<file path="src/rtl/pin_test_pkg.sv">
package pin_test_pkg;

  typedef enum logic [1:0] {
    TM_NORMAL,
    TM_FLOAT,
    TM_CHAIN_DIN,
    TM_CHAIN_BIDI
  } tm_mode_e;

  localparam logic [3:0] CODE_FLOAT      = 4'b0010;
  localparam logic [3:0] CODE_CHAIN_DIN  = 4'b0011;
  localparam logic [3:0] CODE_CHAIN_BIDI = 4'b0100;

  // Unlisted and reserved codes fall back to normal.
  function automatic tm_mode_e tm_decode(input logic [3:0] code);
    case (code)
      CODE_FLOAT:      return TM_FLOAT;
      CODE_CHAIN_DIN:  return TM_CHAIN_DIN;
      CODE_CHAIN_BIDI: return TM_CHAIN_BIDI;
      default:         return TM_NORMAL;
    endcase
  endfunction

endpackage

</file>
<file path="src/rtl/pin_test_mode_latch.sv">
module pin_test_mode_latch
  import pin_test_pkg::*;
(
  input  logic       clk_i,
  input  logic       rst_ni,
  input  logic [3:0] test_mode_i,
  output tm_mode_e   mode_o,
  output logic       cap_o
);

  tm_mode_e mode_q;
  logic     cap_q;

  always_ff @(posedge clk_i or negedge rst_ni) begin
    if (!rst_ni) begin
      mode_q <= TM_NORMAL;
      cap_q  <= 1'b0;
    end else if (!cap_q) begin
      mode_q <= tm_decode(test_mode_i);
      cap_q  <= 1'b1;
    end
  end

  assign mode_o = mode_q;
  assign cap_o  = cap_q;

endmodule

</file>
<file path="src/rtl/pin_xnor_chain.sv">
module pin_xnor_chain #(
  parameter int unsigned N_IN  = 11,
  parameter int unsigned N_OUT = 20
) (
  input  logic [N_IN-1:0]  in_i,
  output logic [N_OUT-1:0] out_o
);

  logic [N_IN-1:0] run;

  // Stage j: parity of inputs 0..j, inverted once per XNOR stage passed.
  for (genvar j = 0; j < N_IN; j++) begin : g_stage
    localparam logic [N_IN-1:0] MSK = {N_IN{1'b1}} >> (N_IN - 1 - j);
    localparam logic            INV = 1'(j % 2);
    assign run[j] = (^(in_i & MSK)) ^ INV;
  end

  for (genvar k = 0; k < N_OUT; k++) begin : g_tap
    assign out_o[k] = run[k % N_IN];
  end

endmodule

</file>
<file path="src/rtl/pin_pad_mux.sv">
module pin_pad_mux
  import pin_test_pkg::*;
#(
  parameter int unsigned N_BIDI = 20,
  parameter int unsigned N_OUT  = 13
) (
  input  tm_mode_e           mode_i,
  input  logic [N_BIDI-1:0]  bidi_func_i,
  input  logic [N_BIDI-1:0]  bidi_func_oe_i,
  input  logic [N_OUT-1:0]   out_func_i,
  input  logic [N_OUT-1:0]   out_func_oe_i,
  input  logic [N_BIDI-1:0]  din_chain_i,
  input  logic [N_OUT-1:0]   bidi_chain_i,
  output logic [N_BIDI-1:0]  bidi_o,
  output logic [N_BIDI-1:0]  bidi_oe_o,
  output logic [N_OUT-1:0]   out_o,
  output logic [N_OUT-1:0]   out_oe_o
);

  always_comb begin
    bidi_o    = bidi_func_i;
    bidi_oe_o = bidi_func_oe_i;
    out_o     = out_func_i;
    out_oe_o  = out_func_oe_i;
    case (mode_i)
      TM_FLOAT: begin
        bidi_oe_o = '0;
        out_oe_o  = '0;
      end
      TM_CHAIN_DIN: begin
        bidi_o    = din_chain_i;
        bidi_oe_o = '1;
      end
      TM_CHAIN_BIDI: begin
        bidi_oe_o = '0;
        out_o     = bidi_chain_i;
        out_oe_o  = '1;
      end
      default: ;
    endcase
  end

endmodule

</file>
<file path="src/rtl/pin_test_ctrl.sv">
module pin_test_ctrl
  import pin_test_pkg::*;
#(
  parameter int unsigned N_DIN  = 11,
  parameter int unsigned N_BIDI = 20,
  parameter int unsigned N_OUT  = 13
) (
  input  logic              clk_i,
  input  logic              rst_ni,
  input  logic [3:0]        test_mode_i,
  input  logic [N_DIN-1:0]  din_i,
  input  logic [N_BIDI-1:0] bidi_in_i,
  input  logic [N_BIDI-1:0] bidi_func_i,
  input  logic [N_BIDI-1:0] bidi_func_oe_i,
  input  logic [N_OUT-1:0]  out_func_i,
  input  logic [N_OUT-1:0]  out_func_oe_i,
  input  logic              xo_func_i,
  output logic [N_BIDI-1:0] bidi_o,
  output logic [N_BIDI-1:0] bidi_oe_o,
  output logic [N_OUT-1:0]  out_o,
  output logic [N_OUT-1:0]  out_oe_o,
  output logic              xo_o
);

  tm_mode_e          mode_q;
  logic              cap_q;
  logic [N_BIDI-1:0] din_chain;
  logic [N_OUT-1:0]  bidi_chain;

  pin_test_mode_latch u_latch (
    .clk_i       (clk_i),
    .rst_ni      (rst_ni),
    .test_mode_i (test_mode_i),
    .mode_o      (mode_q),
    .cap_o       (cap_q)
  );

  pin_xnor_chain #(.N_IN(N_DIN), .N_OUT(N_BIDI)) u_chain_din (
    .in_i  (din_i),
    .out_o (din_chain)
  );

  pin_xnor_chain #(.N_IN(N_BIDI), .N_OUT(N_OUT)) u_chain_bidi (
    .in_i  (bidi_in_i),
    .out_o (bidi_chain)
  );

  pin_pad_mux #(.N_BIDI(N_BIDI), .N_OUT(N_OUT)) u_mux (
    .mode_i         (mode_q),
    .bidi_func_i    (bidi_func_i),
    .bidi_func_oe_i (bidi_func_oe_i),
    .out_func_i     (out_func_i),
    .out_func_oe_i  (out_func_oe_i),
    .din_chain_i    (din_chain),
    .bidi_chain_i   (bidi_chain),
    .bidi_o         (bidi_o),
    .bidi_oe_o      (bidi_oe_o),
    .out_o          (out_o),
    .out_oe_o       (out_oe_o)
  );

  // Oscillator pad has no enable control.
  assign xo_o = xo_func_i;

endmodule

</file>
<file path="config.mk">
export PLATFORM = sky130hd
export DESIGN_NAME = pin_test_ctrl
export DESIGN_NICKNAME = d
export VERILOG_FILES = /design/src/rtl/pin_test_pkg.sv /design/src/rtl/pin_test_mode_latch.sv /design/src/rtl/pin_xnor_chain.sv /design/src/rtl/pin_pad_mux.sv /design/src/rtl/pin_test_ctrl.sv
export SDC_FILE = /design/constraint.sdc
export NUM_CORES = 1
export LEC_CHECK = 0
export ABC_AREA = 1
export BUFFER_PORTS_ARGS = -buffer_cell sky130_fd_sc_hd__buf_4
export CORE_ASPECT_RATIO = 0.75
export CORE_MARGIN = 2
export CORE_UTILIZATION = 26
export DETAILED_ROUTE_END_ITERATION = 6
export GPL_TIMING_DRIVEN = 0
export PLACE_DENSITY = 0.76
export SYNTH_ARGS = -nofsm -noshare
export SYNTH_HDL_FRONTEND = slang
export SYNTH_SLANG_ARGS = --single-unit
</file>
<file path="constraint.sdc">
create_clock -name clk_i -period 0.93 [get_ports clk_i]
set_input_delay 0 -clock clk_i [delete_from_list [all_inputs] [get_ports clk_i]]
set_output_delay 0 -clock clk_i [all_outputs]
set_load 0.02 [all_outputs]
</file>
# Word level (Yosys, flattened, before mapping)
# Cells that the tools add are included.
[classes]
n_eq_ne = 6
mux = 5
bitwise = 11
reduce_logical = 25
[op_table]
columns = ["cell", "n"]
rows = [
  ["$reduce_xor 20->1", 13],
  ["$reduce_xor 11->1", 11],
  ["$pmux 20 s2", 1],
  ["$pmux 13 s2", 1],
  ["$mux 20", 1],
  ["$mux 13", 1],
  ["$not 1->1", 11],
  ["$eq 4x2->1 const B", 2],
  ["$pmux 2 s3", 1],
  ["$eq 2x2->1 const B", 2],
  ["$eq 4x3->1 const B", 1],
  ["$eq 2x1->1 const B", 1],
  ["$reduce_or 2->1", 1],
]
[totals]
register_bits = 3
in_bits = 104
output_inout_bits = 67
elab_cells = 49

# Logic depth before layout (Yosys ltp)
[logic_depth]
ltp_word = 3
depth_mapped = 11
mapped_depth_nobuf = 11

# Cells and area by module
# A second synthesis with hierarchy kept.
[unflattened]
cells_unflattened = 374
area_unflattened_um2 = 1803.0
[modules_own_cells]
columns = ["mod", "instances", "cells_each", "area_per_inst_um2", "seq_area_each_um2"]
rows = [
  ["pin_pad_mux", 1, 185, 822.0, 0.0],
  ["pin_xnor_chain (u_chain_din)", 1, 76, 422.9, 0.0],
  ["pin_xnor_chain (u_chain_bidi)", 1, 88, 395.4, 0.0],
  ["pin_test_mode_latch", 1, 24, 155.1, 75.1],
  ["pin_test_ctrl", 1, 1, 7.5, 0.0],
]

# Worst setup path before layout
# No wires, ideal clock.
[synth_path]
path_kind = "reg-to-output"
startpoint = "reg u_latch.mode_q[0], in the netlist u_latch.mode_o[0]"
endpoint = "out out_o[0]"
arrival_ps = 1232
t_required_ps = 930
path_slack_ps = -302
stages_incl_launch_ff = 4
cell_sequence = "dfrtp_1 nand2_2 buf_2 o21ai_0"
[synth_via]
elab_chain_cells = 2
[synth_lines]
columns = ["element", "line_no", "rtl"]
rows = [
  ["from (decl)", "pin_test_mode_latch.sv:11", "tm_mode_e mode_q;"],
  ["from (signal assigned)", "pin_test_mode_latch.sv:19", "mode_q <= tm_decode(test_mode_i);"],
  ["$eq 2x2->1", "pin_pad_mux.sv:25", "case (mode_i)"],
  ["$mux 13", "pin_pad_mux.sv:25", ""],
  ["to (decl)", "pin_test_ctrl.sv:20", "output logic [N_OUT-1:0] out_o,"],
]
# Every way passes these cells.

# Final worst setup path
[layout_path]
startpoint = "reg u_latch.mode_q[0], in the netlist u_latch.mode_o[0]"
endpoint = "out bidi_o[15]"
[layout_via]
elab_chain_cells = 2
[layout_lines]
columns = ["element", "line_no", "rtl"]
rows = [
  ["$eq 2x2->1", "pin_pad_mux.sv:25", ""],
  ["$mux 20", "pin_pad_mux.sv:25", ""],
  ["to (decl)", "pin_test_ctrl.sv:18", "output logic [N_BIDI-1:0] bidi_o,"],
]
# Every way passes these cells.

==> metrics.md <==
| Metric | Value |
|---|---|
| Wire length per cell after detailed routing | 12.50 um |
| Initial DRC count | 46 |
| Most common library cell in the layout ignoring fill and taps | nand2_1 |
| Worst-path maximum fanout | 5 |
| Startpoint kind of the worst setup timing path | register |
| Number of diodes added for antenna fixing | 0 |
| Maximum cell stage delay along the critical path | 0.43 ns |
| Total congestion overflow after global routing | 0 |
| Number of global-route vias before repair | 2570 |
| TritonCTS clock tree | yes |
| WL final | 7663 um |
| Detail Route met3 WL | 528 um |
| Source-to-sink clock delay at the later pin of the worst-skew pair | 0.22 ns |
| Synthesis-to-layout area growth | 152.0% |
| Max Used Layer | met4 |
| Max rail drop VDD | 0.0004105 V |
| Global routing usage summed across all routing layers | 0.2115 |
| Vias per cell | 4.548 |
| Share of flip-flops with an asynchronous set or reset after synthesis | 1.000 |
| Final Hold Fails | 0 |
| Wire length on met2 | 4074 um |
| Tcrit/Tclk final | 1.552 |
| Residual DRC count | 0 |
| Clock period minus final worst setup slack | 1.444 ns |
| Routability cong. | 0.7951 |
| Routed vias | 2788 |
| RSZ-0062 raised after global routing | true |
| Most frequent cells in the layout | nand2_1 (173), buf_4 (135), nand2_2 (44), buf_6 (42), inv_1 (27) |
| Area of the die | 6380 um2 |
| Syn Std Cell Area | 1495 um2 |
| Endpoint class of the critical path | output port |
| Routed length on met1 | 2938 um |
| Vertical die dimension | 69.68 um |
| Worst path slowest cell | dfrtp_2 |
| Total CTS buffers | 3 |
| Filler Cell Count | 467 |
| Ratio of cells with drive above 1 in the final layout | 0.5688 |
| CP required | 0.93 ns |
| CP Cell Sequence | nor2_4 -> buf_4 -> clkbuf_16 -> nand3_4 -> nand2_4 -> buf_4 |
| Drt pass-1 iters | 4 |
| Total Power | 3.369 mW |
| Largest net degree at the start of global routing | 11 |
| Kind of critical path | register to output port |
| Max Clock Skew | 0.003003 ns |
| Setup slack of the most critical reg-to-reg path | -0.08 ns |
| Largest cells by area after synthesis | nand2_1 (54%), nor2_1 (11%), nand3_1 (7.4%) |
| Total power divided by cell area | 894.3 nW/um2 |
| Antenna Nets Post-Route | 0 |
| Sequential area share after synthesis | 0.05021 |
| Cell taking the most area after synthesis | nand2_1 |
| Cell at the root of the clock tree | clkbuf_8 |
| Data arrival at the endpoint of the critical path | 1.44 ns |
| Crit-path most repeated cell | buf_4 |
| Cell leakage power | 2.122 nW |
| Run status | finished with violations |
| CTS Sinks | 3 |
| Number of synthesized register bits | 3 |
| Max H-tree Level | 1 |
| Final HPWL DP | 5489 um |
| Share of the core filled with cells | 0.6927 |
| Area inside the core boundary | 5439 um2 |
| Cell count after synthesis | 355 |
| Number of antenna violations at the first check in global routing | 0 |
| Yosys synthesis warning count | 0 |
| Number of primary I/O pins | 171 |
| Class of the most critical hold timing path | input pin to register |
| Placed instance count | 592 |
| Worst Setup Slack post-DPL | -0.3223 ns |
| Number of input and output port buffers inserted | 162 |
| Largest buffer count on any clock path | 2 |
| Top_reg_cell synth | dfrtp_1 |
| Number of cell rows | 23 |
| Slew Limit Fails | 0 |
| Die extent in x | 91.57 um |
| Maximum achievable frequency | 692.7 MHz |
| Violations in the final reports | setup timing |
| Worst Slack Setup Final | -0.5137 ns |
| Wire length of the first global-routing pass | 11480 um |
| Number of max-cap violations | 0 |
| Total nets after synthesis | 459 |
| Yosys top cell area share | 0.5397 |
| Nets@finish | 643 |
| Clock transition time at the flip-flop clock pins of the worst setup and hold paths | 0.03 ns |
| Setup violation total in the final timing report | 68 |
| Post-synth EDFFs | 0 |
| Synth unique cells | 19 |
| Average cell area after synthesis | 4.212 um2 |
| Starting Density | 0.2749 |
| Final Non-Filler Cells | 613 |
report_power, final:
part / leakage [nW] / total [mW] / internal, mW / switching [mW]
combinational: 2.06 / 2.83 / 1.33 / 1.50
sequential: 0.0347 / 0.153 / 0.142 / 0.0110
clock: 0.0228 / 0.389 / 0.293 / 0.0959
kinds of logic (layout without fill, tap and decap cells):
logic type | count (synthesis) | in the layout | share of synthesized area
compound gates | 11 | 11 | 0.04016
xor+xnor | 2 | 2 | 0.01172
other cells | 1 | 1 | 0.002508
buf+inv | 46 | 229 | 0.1238
flops | 3 | 3 | 0.05021
simple gates | 292 | 292 | 0.7716
cells in the mapped netlist (2+ instances only):
master and number:
a31oi_1 4, buf_2 4, buf_4 2, clkbuf_1 5, dfrtp_1 3, inv_1 29
inv_2 5, nand2_1 215, nand2_2 8, nand3_1 22, nor2_1 45, o21ai_0 6
critical path, delay by kind of cell, from the launching register on:
kind          cells  cell delay, ns
flops             1            0.43
buf+inv           3            0.43
simple gates      3            0.36
cell type report:
cell class	instances	area, um2	area share
inverter	34	137.6	0.03653
buffer	11	166.4	0.04417
sequential	3	77.57	0.02059
clock buffer	4	45.04	0.01196
timing repair buffer	180	1550	0.4115
multi-input combinational	306	1697	0.4503
tap	75	93.84	0.02491
per-stage QoR:
stage / hold slack [ns] / setup TNS (ns) / instance area (um2)
after floorplan: -0.2956 / -3.748 / 1752
after global placement: -0.2110 / -15.02 / 3062
after detailed placement: -0.2082 / -15.77 / 3062
after CTS: 0.09965 / -22.68 / 3455
after global routing: 0.1195 / -30.53 / 3767
final: 0.1075 / -27.67 / 3767
path summary, 6_finish.rpt:
kind                              startpoint                end  depth (start not counted)
setup reg to reg           u_latch.mode_o[0]  u_latch.mode_o[0]                          4
hold / removal                test_mode_i[0]  u_latch.mode_o[1]                          3
min in group asynchronous             rst_ni  u_latch.mode_o[1]                          2
setup / recovery           u_latch.mode_o[0]         bidi_o[15]                          6
hold reg to reg                u_latch.cap_o  u_latch.mode_o[0]                          2
max in group asynchronous             rst_ni  u_latch.mode_o[0]                          2
timing repair:
item                                   CTS  global route
setup endpoints to repair               66            68
pin swaps                                3            14
gates resized for setup                 76            61
endpoints found under the hold margin    3             0
hold buffers                             1             0
setup buffers                            6             6
gates cloned                             3             2
registers in the layout, summed over array words and instances (netlist names):
name            cells
u_latch.mode_o      2
u_latch.cap_o       1
layer usage:
layer	global-route usage	vias up
li1	-	1432
met1	0.2469	1244
met2	0.4011	100
met3	0.03478	12
met4	0.04545	0
met5	0	-
(Power assumes the default switching activity.)
